$ cat config.mk
export PLATFORM = sky130hd
export DESIGN_NAME = serial_rx_recover
export DESIGN_NICKNAME = d
export VERILOG_FILES = /design/src/rtl/srx_pkg.sv /design/src/rtl/srx_sync.sv /design/src/rtl/srx_frame.sv /design/src/rtl/srx_buf.sv /design/src/rtl/serial_rx_recover.sv
export SDC_FILE = /design/constraint.sdc
export NUM_CORES = 1
export LEC_CHECK = 0
export BUFFER_PORTS_ARGS = -buffer_cell sky130_fd_sc_hd__buf_2
export CAP_MARGIN = 20
export CORE_UTILIZATION = 64
export CTS_BUF_LIST = sky130_fd_sc_hd__clkbuf_16
export DETAILED_ROUTE_END_ITERATION = 8
export PLACE_DENSITY = 0.84
export SYNTH_ARGS = -nofsm -noshare
export SYNTH_HDL_FRONTEND = slang
export SYNTH_HIERARCHICAL = 1
export SYNTH_SLANG_ARGS = --single-unit
export TNS_END_PERCENT = 30
$ cat constraint.sdc
create_clock -name clk -period 6 [get_ports clk]
set_clock_uncertainty 0.05 [all_clocks]
set_input_delay 1.2 -clock clk [delete_from_list [all_inputs] [get_ports clk]]
set_output_delay 1.2 -clock clk [all_outputs]
set_load 0.005 [all_outputs]
$ cat src/rtl/srx_pkg.sv
// Shared types for the serial byte receiver.
// Assumes a fixed data width with one start and one stop bit per frame.
package srx_pkg;
    localparam int BYTE_W = 8;

    typedef enum logic {
        RX_IDLE  = 1'b0,
        RX_FRAME = 1'b1
    } srx_state_t;

    typedef struct packed {
        logic              ferr;
        logic [BYTE_W-1:0] data;
    } srx_word_t;
endpackage

$ cat src/rtl/srx_sync.sv
// Multi-flop synchronizer for the asynchronous serial line.
// Assumes the line idles high, so every stage resets to one.
module srx_sync #(
    parameter int STAGES = 2
) (
    input  logic clk,
    input  logic rst_n,
    input  logic din,
    output logic dout
);
    logic [STAGES-1:0] chain;

    // shift the line through the synchronizer stages
    always_ff @(posedge clk) begin
        if (!rst_n) chain <= '1;
        else        chain <= {chain[STAGES-2:0], din};
    end

    assign dout = chain[STAGES-1];
endmodule

$ cat src/rtl/srx_frame.sv
// Frame engine: finds start edges, counts ticks within each bit, votes
// three mid-bit samples and assembles a byte, LSB first.
// Assumes rxs is already synchronized and os_tick is one clock wide.
module srx_frame
    import srx_pkg::*;
#(
    parameter int MAX_OSR = 16
) (
    input  logic      clk,
    input  logic      rst_n,
    input  logic      rx_en,
    input  logic      os_tick,
    input  logic      half_rate,
    input  logic      rxs,
    output logic      push,
    output srx_word_t word
);
    localparam int CW       = $clog2(MAX_OSR) + 1;
    localparam int STOP_IDX = BYTE_W + 1;
    localparam int BW       = $clog2(STOP_IDX + 1);

    srx_state_t        st;
    logic [CW-1:0]     osr, lo, hi, cnt, cnt_n;
    logic [BW-1:0]     bitn;
    logic [1:0]        ones;
    logic [BYTE_W-1:0] sh;
    logic              prev;
    logic              wrap, in_win, decide, vote;

    assign osr    = half_rate ? CW'(MAX_OSR / 2) : CW'(MAX_OSR);
    assign lo     = osr >> 1;
    assign hi     = lo + CW'(2);
    assign wrap   = cnt >= osr;
    assign cnt_n  = cnt + CW'(1);
    assign in_win = (cnt_n >= lo) && (cnt_n <= hi);
    assign decide = cnt_n == hi;
    assign vote   = ({1'b0, ones} + {2'b00, rxs}) >= 3'd2;

    // sequence the frame: edge search, tick count, voting and byte hand-off
    always_ff @(posedge clk) begin
        if (!rst_n) begin
            st   <= RX_IDLE;
            cnt  <= '0;
            bitn <= '0;
            ones <= '0;
            sh   <= '0;
            prev <= 1'b1;
            push <= 1'b0;
            word <= '0;
        end else if (!rx_en) begin
            st   <= RX_IDLE;
            prev <= 1'b1;
            push <= 1'b0;
        end else begin
            push <= 1'b0;
            if (os_tick) begin
                if (st == RX_IDLE) begin
                    prev <= rxs;
                    if (prev && !rxs) begin
                        st   <= RX_FRAME;
                        cnt  <= CW'(1);
                        bitn <= '0;
                        ones <= '0;
                    end
                end else if (wrap) begin
                    cnt  <= CW'(1);
                    ones <= '0;
                    if (bitn >= BW'(STOP_IDX)) begin
                        st   <= RX_IDLE;
                        prev <= rxs;
                    end else begin
                        bitn <= bitn + BW'(1);
                    end
                end else begin
                    cnt <= cnt_n;
                    if (in_win) ones <= ones + {1'b0, rxs};
                    if (decide) begin
                        if (bitn == '0) begin
                            if (vote) begin
                                st   <= RX_IDLE;
                                prev <= rxs;
                            end
                        end else if (bitn == BW'(STOP_IDX)) begin
                            push      <= 1'b1;
                            word.data <= sh;
                            word.ferr <= !vote;
                            st        <= RX_IDLE;
                            prev      <= rxs;
                        end else begin
                            sh <= {vote, sh[BYTE_W-1:1]};
                        end
                    end
                end
            end
        end
    end
endmodule

$ cat src/rtl/srx_buf.sv
// Small receive buffer with overrun detection.
// Assumes push is one clock wide; a pop in the same cycle frees room.
module srx_buf
    import srx_pkg::*;
#(
    parameter int DEPTH = 2
) (
    input  logic      clk,
    input  logic      rst_n,
    input  logic      rx_en,
    input  logic      push,
    input  srx_word_t din,
    input  logic      rd_stb,
    output srx_word_t head,
    output logic      avail,
    output logic      ovr
);
    localparam int PW   = (DEPTH > 1) ? $clog2(DEPTH) : 1;
    localparam int CNTW = $clog2(DEPTH + 1);

    srx_word_t       mem [DEPTH];
    logic [PW-1:0]   wr_ptr, rd_ptr;
    logic [CNTW-1:0] count, cnt_nx;
    logic            pop, wr_ok;

    function automatic logic [PW-1:0] bump(input logic [PW-1:0] p);
        return (p == PW'(DEPTH - 1)) ? '0 : p + PW'(1);
    endfunction

    assign pop   = rd_stb && (count != '0);
    assign wr_ok = push && ((count < CNTW'(DEPTH)) || pop);
    assign avail = count != '0;
    assign head  = mem[rd_ptr];

    // next occupancy from the accepted write and the pop
    always_comb begin
        cnt_nx = count;
        if (wr_ok && !pop)      cnt_nx = count + CNTW'(1);
        else if (!wr_ok && pop) cnt_nx = count - CNTW'(1);
    end

    // pointers, occupancy and sticky overrun; disable flushes all of it
    always_ff @(posedge clk) begin
        if (!rst_n || !rx_en) begin
            wr_ptr <= '0;
            rd_ptr <= '0;
            count  <= '0;
            ovr    <= 1'b0;
        end else begin
            count <= cnt_nx;
            if (pop)           rd_ptr <= bump(rd_ptr);
            if (wr_ok)         wr_ptr <= bump(wr_ptr);
            if (push && !wr_ok) ovr   <= 1'b1;
        end
    end

    // store accepted bytes
    always_ff @(posedge clk) begin
        if (rx_en && wr_ok) mem[wr_ptr] <= din;
    end
endmodule

$ cat src/rtl/serial_rx_recover.sv
// Top of the oversampling serial receiver: synchronizer, frame engine
// and receive buffer. Assumes os_tick comes from an external rate
// generator at 16x (or 8x with half_rate) the bit rate.
module serial_rx_recover
    import srx_pkg::*;
#(
    parameter int MAX_OSR     = 16,
    parameter int SYNC_STAGES = 2,
    parameter int BUF_DEPTH   = 2
) (
    input  logic              clk,
    input  logic              rst_n,
    input  logic              os_tick,
    input  logic              rx_en,
    input  logic              half_rate,
    input  logic              rxd,
    input  logic              rd_stb,
    output logic [BYTE_W-1:0] rd_data,
    output logic              rd_ferr,
    output logic              data_avail,
    output logic              overrun
);
    logic      rxs, push;
    srx_word_t word, head;

    srx_sync #(.STAGES(SYNC_STAGES)) u_sync (
        .clk  (clk),
        .rst_n(rst_n),
        .din  (rxd),
        .dout (rxs)
    );

    srx_frame #(.MAX_OSR(MAX_OSR)) u_frame (
        .clk      (clk),
        .rst_n    (rst_n),
        .rx_en    (rx_en),
        .os_tick  (os_tick),
        .half_rate(half_rate),
        .rxs      (rxs),
        .push     (push),
        .word     (word)
    );

    srx_buf #(.DEPTH(BUF_DEPTH)) u_buf (
        .clk   (clk),
        .rst_n (rst_n),
        .rx_en (rx_en),
        .push  (push),
        .din   (word),
        .rd_stb(rd_stb),
        .head  (head),
        .avail (data_avail),
        .ovr   (overrun)
    );

    assign rd_data = head.data;
    assign rd_ferr = head.ferr;
endmodule

# [After elaboration in Yosys (flattened, before gate mapping)]
# Memory sizes are Yosys's and may differ from the RTL's. A register that Yosys moved wholly into a read port is not among the register bits.
# Index checks and enable logic that the tools add are counted.
[totals] wordCells=111 output_inout_bits=11 mem_bits_rw=18 mem_count=1 regBits=38
[mem_list] name="u_buf.mem" words=2 word_bits=9 rd=1 rd_ports_with_merged_regs=1 wr=1 line_no="srx_buf.sv:21" text="srx_word_t mem [DEPTH];"
[op_classes] bitwise_logic=8 n_addsub=9 reduce_logical=28 n_eq_ne=9 magnitude_cmp=6 n_mux=36
[ops] operator="two-way mux 1 bit" count=22
[ops] operator="two-way mux 5 bit" count=4
[ops] operator="two-way mux 4 bit" count=4
[ops] operator="AND reduction 7 bit" count=2
[ops] operator="two-way mux 2 bit" count=6
[ops] operator="AND reduction 5 bit" count=2
[ops] operator="inequality test 3 bit, second input constant" count=3
[ops] operator="logical AND 1 bit" count=8
[ops] operator="inequality test 4 bit, second input constant" count=2
[ops] operator="NOT 1 bit" count=8
[ops] operator="OR reduction 7 bit" count=1
[ops] operator="zero test 1 bit" count=6
[ops] operator="nonzero test 2 bit" count=3
[ops] operator="adder 4 x 2 -> 5 bit, second input constant" count=1
[ops] operator="adder 5 x 1 -> 5 bit, second input constant" count=1
[ops] operator="== test 5 bit" count=1
[ops] operator="greater-or-equal comparator 5 x 4 -> 1 bit" count=1
[ops] operator="greater-or-equal comparator 5 bit" count=1
[ops] operator="less-or-equal comparator 5 bit" count=1
[ops] operator="adder 4 x 1 -> 4 bit, second input constant" count=1
[ops] operator="== test 4 bit, second input constant" count=1
[ops] operator="greater-or-equal comparator 4 bit, second input constant" count=1
[ops] operator="zero test 4 bit" count=1
[ops] operator="inequality test 2 bit, second input constant" count=2
[ops] operator="other kinds (11)" count=13

# [Logic depth before layout (Yosys ltp)]
# Gate-level depths: netlist (run 1).
[depth] word_depth=8 depth_mapped=9 ltp_nobuf=9

# [Cells and area by module]
# Netlist (run 1), hierarchy kept.
[modules_own_cells] mod="srx_frame" cells_per_inst=182 area_each_um2=1640.3 instances=1 seq_area_each_um2=620.6
[modules_own_cells] mod="srx_buf" cells_per_inst=57 area_each_um2=909.6 instances=1 seq_area_each_um2=660.6
[modules_own_cells] mod="srx_sync" cells_per_inst=4 area_each_um2=52.6 instances=1 seq_area_each_um2=40.0

# [Worst setup path after synthesis (run 1)]
# No wires, ideal clock.
[synth_path] path_type="input-to-reg" from="input half_rate" to="register, netlist name u_frame/word[8]" setup_time_ns=0.122 stages=7 t_arrival_ns=2.623 setup_slack_ns=3.205 cell_sequence="ha_1 > and4b_4 > nor4b_4 > nand4_2 > buf_6 > nand3_2 > o31ai_2"
[synth_between] elab_chain_cells=4 elab_cells_between_ends=6
[synth_lines] item="from (decl)" line_no="serial_rx_recover.sv:15" text="input logic half_rate,"
[synth_lines] item="two-way mux 5 bit *" line_no="srx_frame.sv:30" text="assign osr = half_rate ? CW'(MAX_OSR / 2) : CW'(MAX_OSR);"
[synth_lines] item="adder 4 x 2 -> 5 bit / greater-or-equal comparator 5 bit (equally long branches)" line_no="srx_frame.sv:32, srx_frame.sv:33"
[synth_lines] item="== test 5 bit / NOT 1 bit (equally long branches)"
[synth_lines] item="AND reduction 7 bit (no line) *"
# Every way passes the cells marked *; elsewhere a longest branch is shown, timed or not.
# A chain may end at the register's enable or synchronous reset.

# [Final worst setup path (run 1)]
[layout_path] from="input half_rate" to="register, netlist name u_frame/word[2]"
[layout_between] elab_chain_cells=4 elab_cells_between_ends=6
[layout_lines] item="two-way mux 5 bit *" line_no="srx_frame.sv:30"
[layout_lines] item="adder 4 x 2 -> 5 bit / greater-or-equal comparator 5 bit (equally long branches)" line_no="srx_frame.sv:32, srx_frame.sv:33"
[layout_lines] item="== test 5 bit / NOT 1 bit (equally long branches)"
[layout_lines] item="AND reduction 7 bit (no line) *"
# Marks and branches as above.

==> metrics, run 1 <==
largest net degree at the start of global routing 35; initial antenna violation count 0; Post-synth top cells 39 x dfxtp_1, 21 x nand3_1, 20 x nor2_1; vias in the first global route between 1500 and 2000; Routed WL 5.14 mm; period utilization 0.505; GRT Resource Usage Total 0.271; Yosys warnings 6; flop2flop setup slack 3.20 ns; CP Class in2reg; CP arrival 3.17 ns; CP startpoint kind input port; Critical R2R Capture u_frame/word[2]; # diodes 0; grt ovf 0; post-CTS sizing 0; Hold/Removal Path Class reg2reg; Skew-Pair Late Insertion Delay 0.32 ns; Synth area leader dfxtp_1; port bufs 17; sequential cell area fraction in the yosys report 0.508; Post-Syn Area 0.00260 sq mm; remaining antenna violation count after routing 0; DRT iter0 DRCs 104; minimum clock period 3.03 ns; max frequency 330 MHz; ys flop type dfxtp_1; first drt pass iteration count 4; Max Fanout on Critical Path 19; status finished clean; Setup crit end kind flip-flop; area grow syn2layout 14.4%; post-CTS setup buffers 0; syn_nets 265; Pwr Total 0.000852 W; RSZ-0062 raised after global routing false; reg2reg path depth 8; # Max-Cap Violations 0; root buf cell clkbuf_16; Worst Hold End u_sync/chain[1]; Post-Synthesis Cells 243; dominant cells by area after synthesis dfxtp_1 30%, edfxtp_1 21%, ha_1 7.2%, nand3_1 4.0%, mux2_2 3.9%; sequential group share of total power 0.468; Final setup viols 0; CTS tree built; reg2reg start u_frame/cnt[0]; layout cells sized above 1 0.222; core area 0.00377 sq mm; DR vias/cell 5.70; synthesis-stage register bit count 57; H-tree Lvls 3; dpl hpwl 3.43 mm; post-route setup TNS 0 ns; Routed WL per cell 16.2 microns; Max Slew Vio Count 0; Vias 1812; Internal Power 0.000675 W; relative slew slack 0.299; slew of the pin with the lowest slew margin 1.05 ns; RePlAce Congestion 0.805; synthesized area per cell 10.7 sq um; Ports 18; hold wc startpoint u_sync/chain[0]; Logic pwr share 0.026; WHS Path Cells 1; global-route wire length before repair about 8.4 mm; clk sinks 57; CTS buffer count 9; distinct cell type count after synthesis 50; Yosys top cell area share 0.300; Die W 65.8 microns; die height 65.8 microns; endpoints failing hold 0; Nets 287; FP Rows 22; die area approximately 0.0043 sq mm; clock power share 0.506; switching share of power 0.208; # DRC 0; PwrDens between 200 and 300 mW/mm^2; most frequent cell after synthesis dfxtp_1; async set-or-reset flop fraction in the synthesized netlist 0; P_leak 1.10 nW; Crit path required time roughly 6.1 ns; maximum vdd drop 0.156 mV; clk slew on worst S/H paths roughly 0.05 ns; Initial Util 0.690; WHS ~0.37 ns; P_sw 0.000177 W; Post-synth EDFFs 18; clock buffer depth 2; Post-CTS Hold Buffers 0
==> power by group through the flow <==
| stage | clock [W] | combinational (W) | sequential [W] |
|---|---|---|---|
| after floorplan | 0 | 0.0000152 | 0.000406 |
| after global placement | 0 | 0.0000211 | 0.000406 |
| after detailed placement | 0 | 0.0000217 | 0.000406 |
| after CTS | 0.000437 | 0.0000224 | 0.000399 |
| after global routing | 0.000455 | 0.0000248 | 0.000398 |
| final | 0.000431 | 0.0000225 | 0.000399 |
==> routing by layer <==
layer  part of all wire  global-route usage  vias to the layer above
met1               0.46               0.335                      859
met4              0.012               0.106                        0
met5                  0                   0                        -
li1                   -                   -                      910
met3              0.036              0.0759                        7
met2               0.50               0.445                       36
==> sequential cells by signal (all words and copies together), names as in the netlist, named ones only <==
register,cells
u_buf/wr_ptr,1
u_frame/word,9
u_buf/rd_ptr,1
u_frame/ones,2
u_frame/cnt,5
u_buf/mem,18
u_frame/bitn,4
u_frame/st,1
u_buf/count,2
u_frame/sh,8
u_sync/chain,2
u_buf/ovr,1
u_frame/push,1
u_frame/prev,1
==> area by class of cell <==
class                           count  area (sq um)
Sequential cell                    57          1320
Multi-Input combinational cell    166          1200
Fill cell                         227           795
Clock buffer                        9           225
Timing Repair Buffer               17          85.1
Tap cell                           48          60.1
Inverter                           14          52.6
Clock inverter                      7          31.3
==> worst max path at each step <==
stage / start / endpoint / slack [ns] / depth (start not counted)
after global placement: half_rate / u_frame/word[4] / 2.76 / 8
after detailed placement: half_rate / u_frame/word[0] / 2.67 / 8
final: half_rate / u_frame/word[2] / 2.97 / 7
after floorplan: half_rate / u_frame/word[8] / 3.21 / 7
after CTS: half_rate / u_frame/word[2] / 2.97 / 7
after global routing: half_rate / u_frame/word[6] / 2.78 / 7
==> through the flow <==
stage | utilization | worst slack, ns | cells | instance area (sq um)
2_1_floorplan | - | 3.21 | 243 | 2600
4_1_cts | 0.789 | 2.97 | 318 | 2980
6_report | 0.789 | 2.97 | 318 | 2980
3_3_place_gp | 0.721 | 2.76 | 302 | 2720
3_5_place_dp | 0.721 | 2.67 | 302 | 2720
5_1_grt | 0.789 | 2.78 | 318 | 2980
==> critical path, stage by stage <==
cell,delay (ns)
buf_2,0.13
ha_1,0.33
and4b_4,0.24
nor4b_4,0.33
nand4_2,0.55
nand3_1,0.30
o21ai_2,0.08
==> logic make-up (layout without fill, tap and decap cells) <==
logic type / after synthesis / count (layout) / share of synthesized area
AO/OA/AOI/OAI: 42 / 42 / 0.115
XOR/XNOR: 9 / 9 / 0.0303
adder cells (fa/ha/maj): 15 / 15 / 0.0721
buffers and inverters: 20 / 47 / 0.0332
flip-flops: 57 / 57 / 0.508
multiplexers: 14 / 14 / 0.0587
AND/OR/NAND/NOR: 86 / 86 / 0.183
==> layout by cell type (no fill, tap or decap), drive strengths merged, types with 2 or more instances in the layout <==
cell type / synthesis / routed
edfxtp: 18 / 18
nand4: 3 / 3
xor2: 7 / 7
mux2: 10 / 10
a21boi: 2 / 2
a211oi: 2 / 2
inv: 14 / 17
xnor2: 2 / 2
buf: 4 / 17
nor4b: 2 / 2
or3: 2 / 2
nand3b: 2 / 2
nand3: 22 / 22
ha: 15 / 15
a311oi: 2 / 2
nor2b: 2 / 2
clkinv: 0 / 3
clkbuf: 2 / 9
mux2i: 4 / 4
nor2: 20 / 20
a21oi: 8 / 8
o21ai: 21 / 21
nand2b: 6 / 6
nand2: 18 / 18
dfxtp: 39 / 39
Power figures use the tool's default switching activity.
==> inputs of run 2 (changes only) <==
--- a/config.mk
+++ b/config.mk
@@ -7,10 +7,10 @@
 export LEC_CHECK = 0
 export BUFFER_PORTS_ARGS = -buffer_cell sky130_fd_sc_hd__buf_2
 export CAP_MARGIN = 20
-export CORE_UTILIZATION = 64
+export CORE_UTILIZATION = 59
 export CTS_BUF_LIST = sky130_fd_sc_hd__clkbuf_16
 export DETAILED_ROUTE_END_ITERATION = 8
-export PLACE_DENSITY = 0.84
+export PLACE_DENSITY = 0.78
 export SYNTH_ARGS = -nofsm -noshare
 export SYNTH_HDL_FRONTEND = slang
 export SYNTH_HIERARCHICAL = 1
==> constraint.sdc (replaced) <==
create_clock -name clk -period 2.8 [get_ports clk]
set_clock_uncertainty 0.05 [all_clocks]
set_input_delay 0.56 -clock clk [delete_from_list [all_inputs] [get_ports clk]]
set_output_delay 0.56 -clock clk [all_outputs]
set_load 0.005 [all_outputs]
==> run 2 against run 1 <==
Net effect:
- critical path depth increased by 1
- clock-buffer cell count unchanged
- total power increased by 140%
- combinational power increased by 120%
- setup slack got worse by 2.7 ns
- die area increased by 8.2%
- first-iteration DRC count increased by 31%
- register-to-register slack got worse by 2.9 ns
- critical endpoint is now u_frame/sh[7]
- sequential share of layout area decreased by 1.2 points
- final cell count increased by 1.9%
- core utilization decreased by 4.7 points
==> metrics, run 2 (same netlist as run 1, synthesis figures left out) <==
status finished clean; root buf cell clkbuf_16; P_leak 1.15 nW (+4.4%); RSZ-0062 raised after global routing false; Initial Util 0.632 (-0.0577); GRT Resource Usage Total 0.227 (-0.0445); CP arrival 2.67 ns (-0.50 ns); largest registers u_buf/mem (18), u_frame/word (9), u_frame/sh (8); layout cells sized above 1 0.234 (+0.0114); GR peak layer met2; largest net degree at the start of global routing 35 (unchanged); RePlAce Congestion 0.854 (+6.1%); FP Rows 23 (+4.5%); area grow syn2layout 17.5%; H-tree Lvls 3 (unchanged); Routed WL 4.67 mm (-9.2%); Vias 1843 (+1.7%); period utilization 0.908; minimum clock period 2.54 ns; slew of the pin with the lowest slew margin 0.641 ns (-0.407 ns); global-route wire length before repair 7.49 mm (-11%); initial antenna violation count 0 (unchanged); # DRC 0 (unchanged); clk slew on worst S/H paths 0.05 ns (about the same); Routed WL per cell 14.4 microns (-11%); clk sinks 57 (unchanged); met3 Use GR 0.0717 (-0.00420); post-CTS sizing 0 (unchanged); CP startpoint kind flip-flop; CTS buffer count 9 (unchanged); commonest non-fill, non-tap cells in the layout 39 x dfxtp_1, 21 x nand3_1, 20 x nor2_1, 18 x nand2_1, 18 x edfxtp_1; Largest register FFs 18 (unchanged); grt ovf 0 (unchanged); die height 68.4 microns (+4.0%); maximum vdd drop 0.389 mV (+150%); DRT iter0 DRCs 136 (+31%); # Max-Cap Violations 0 (unchanged); vias in the first global route 1688 (-3.0%); most flop-heavy register u_buf/mem; post-CTS setup buffers 0 (unchanged); max frequency 393 MHz; Post-CTS Hold Buffers 0 (unchanged); commonest non-fill, non-tap cell in the layout dfxtp_1; endpoints failing hold 0 (unchanged); first drt pass iteration count 4 (unchanged); Setup crit end kind flip-flop; relative slew slack 0.572 (+0.273); Placed Cells 308 (+2.0%); post-route setup TNS 0 ns (unchanged); Final setup viols 0 (unchanged); Nets 291 (+1.4%); core area 0.00412 sq mm (+9.1%); Die W 68.4 microns (+4.0%); Global Route met2 Usage 0.376 (-0.0689); Hold/Removal Path Class in2reg; PwrDens 659 mW/mm^2 (+130%); dpl hpwl 3.18 mm (-7.1%); die area 0.00468 sq mm (+8.2%); DR vias/cell 5.69 (-0.17%); Max Slew Vio Count 0 (unchanged); Max Fanout on Critical Path 16 (-3); Skew-Pair Late Insertion Delay 0.32 ns (about the same); port bufs 17 (unchanged); Finished Layout Cells 324 (+1.9%); GR met1 Demand/Resource 0.256 (-0.0789); clock buffer depth 2 (unchanged); Ports 18 (unchanged); # diodes 0 (unchanged); CTS tree built; CP Class reg2reg; remaining antenna violation count after routing 0 (unchanged); Crit path required time 2.93 ns (-3.21 ns)
run 2: final cells by class:
| cell class | count | area, sq um |
|---|---|---|
| fillers | 295 | 1060 |
| repair buffers | 21 | 115 |
| clock buffers | 9 | 225 |
| clock inverters | 7 | 78.8 |
| well taps | 50 | 62.6 |
| inverters | 14 | 52.6 |
| flip-flops and latches | 57 | 1320 |
| multi-input cells | 166 | 1200 |
run 2: critical path: stages (launching register included):
cell and delay [ns]:
dfxtp_1 0.36, ha_1 0.27, xor2_1 0.18, ha_1 0.32
and4_1 0.23, nor4b_4 0.28, o2111ai_2 0.42, nand3_1 0.22
o21ai_1 0.08
run 2: final timing paths:
path | from | to | slack [ns] | depth (start not counted)
max reg2reg | u_frame/cnt[0] | u_frame/sh[7] | 0.26 | 8
max | u_frame/cnt[0] | u_frame/sh[7] | 0.26 | 8
min reg2reg | u_sync/chain[0] | u_sync/chain[1] | 0.40 | 1
min | rxd | u_sync/chain[0] | 0.38 | 2
run 2: power breakdown:
part           internal (W)  total (W)  switching [W]
registers          0.000851   0.000854     0.00000272
logic             0.0000179  0.0000493      0.0000314
clock network      0.000761    0.00111       0.000349
total               0.00163    0.00201       0.000384
run 2: per-layer routing:
metal  vias to the layer above  wire [microns]
li1                        926               -
met1                       863            2100
met2                        45            2280
met3                         9             187
met4                         0              95
met5                         -               0
run 2: stage by stage:
step | hold WS (ns) | utilization | total power [W] | cell area [sq um] | setup WS (ns)
finish | 0.385 | 0.743 | 0.00201 | 3060 | 0.257
global route | 0.379 | 0.743 | 0.00207 | 3060 | 0.0674
CTS | 0.376 | 0.743 | 0.00203 | 3060 | 0.241
detailed placement | 0.373 | 0.669 | 0.000919 | 2750 | 0.266
global placement | 0.352 | 0.669 | 0.000917 | 2750 | 0.384
floorplan | 0.336 | - | 0.000902 | 2600 | 0.511
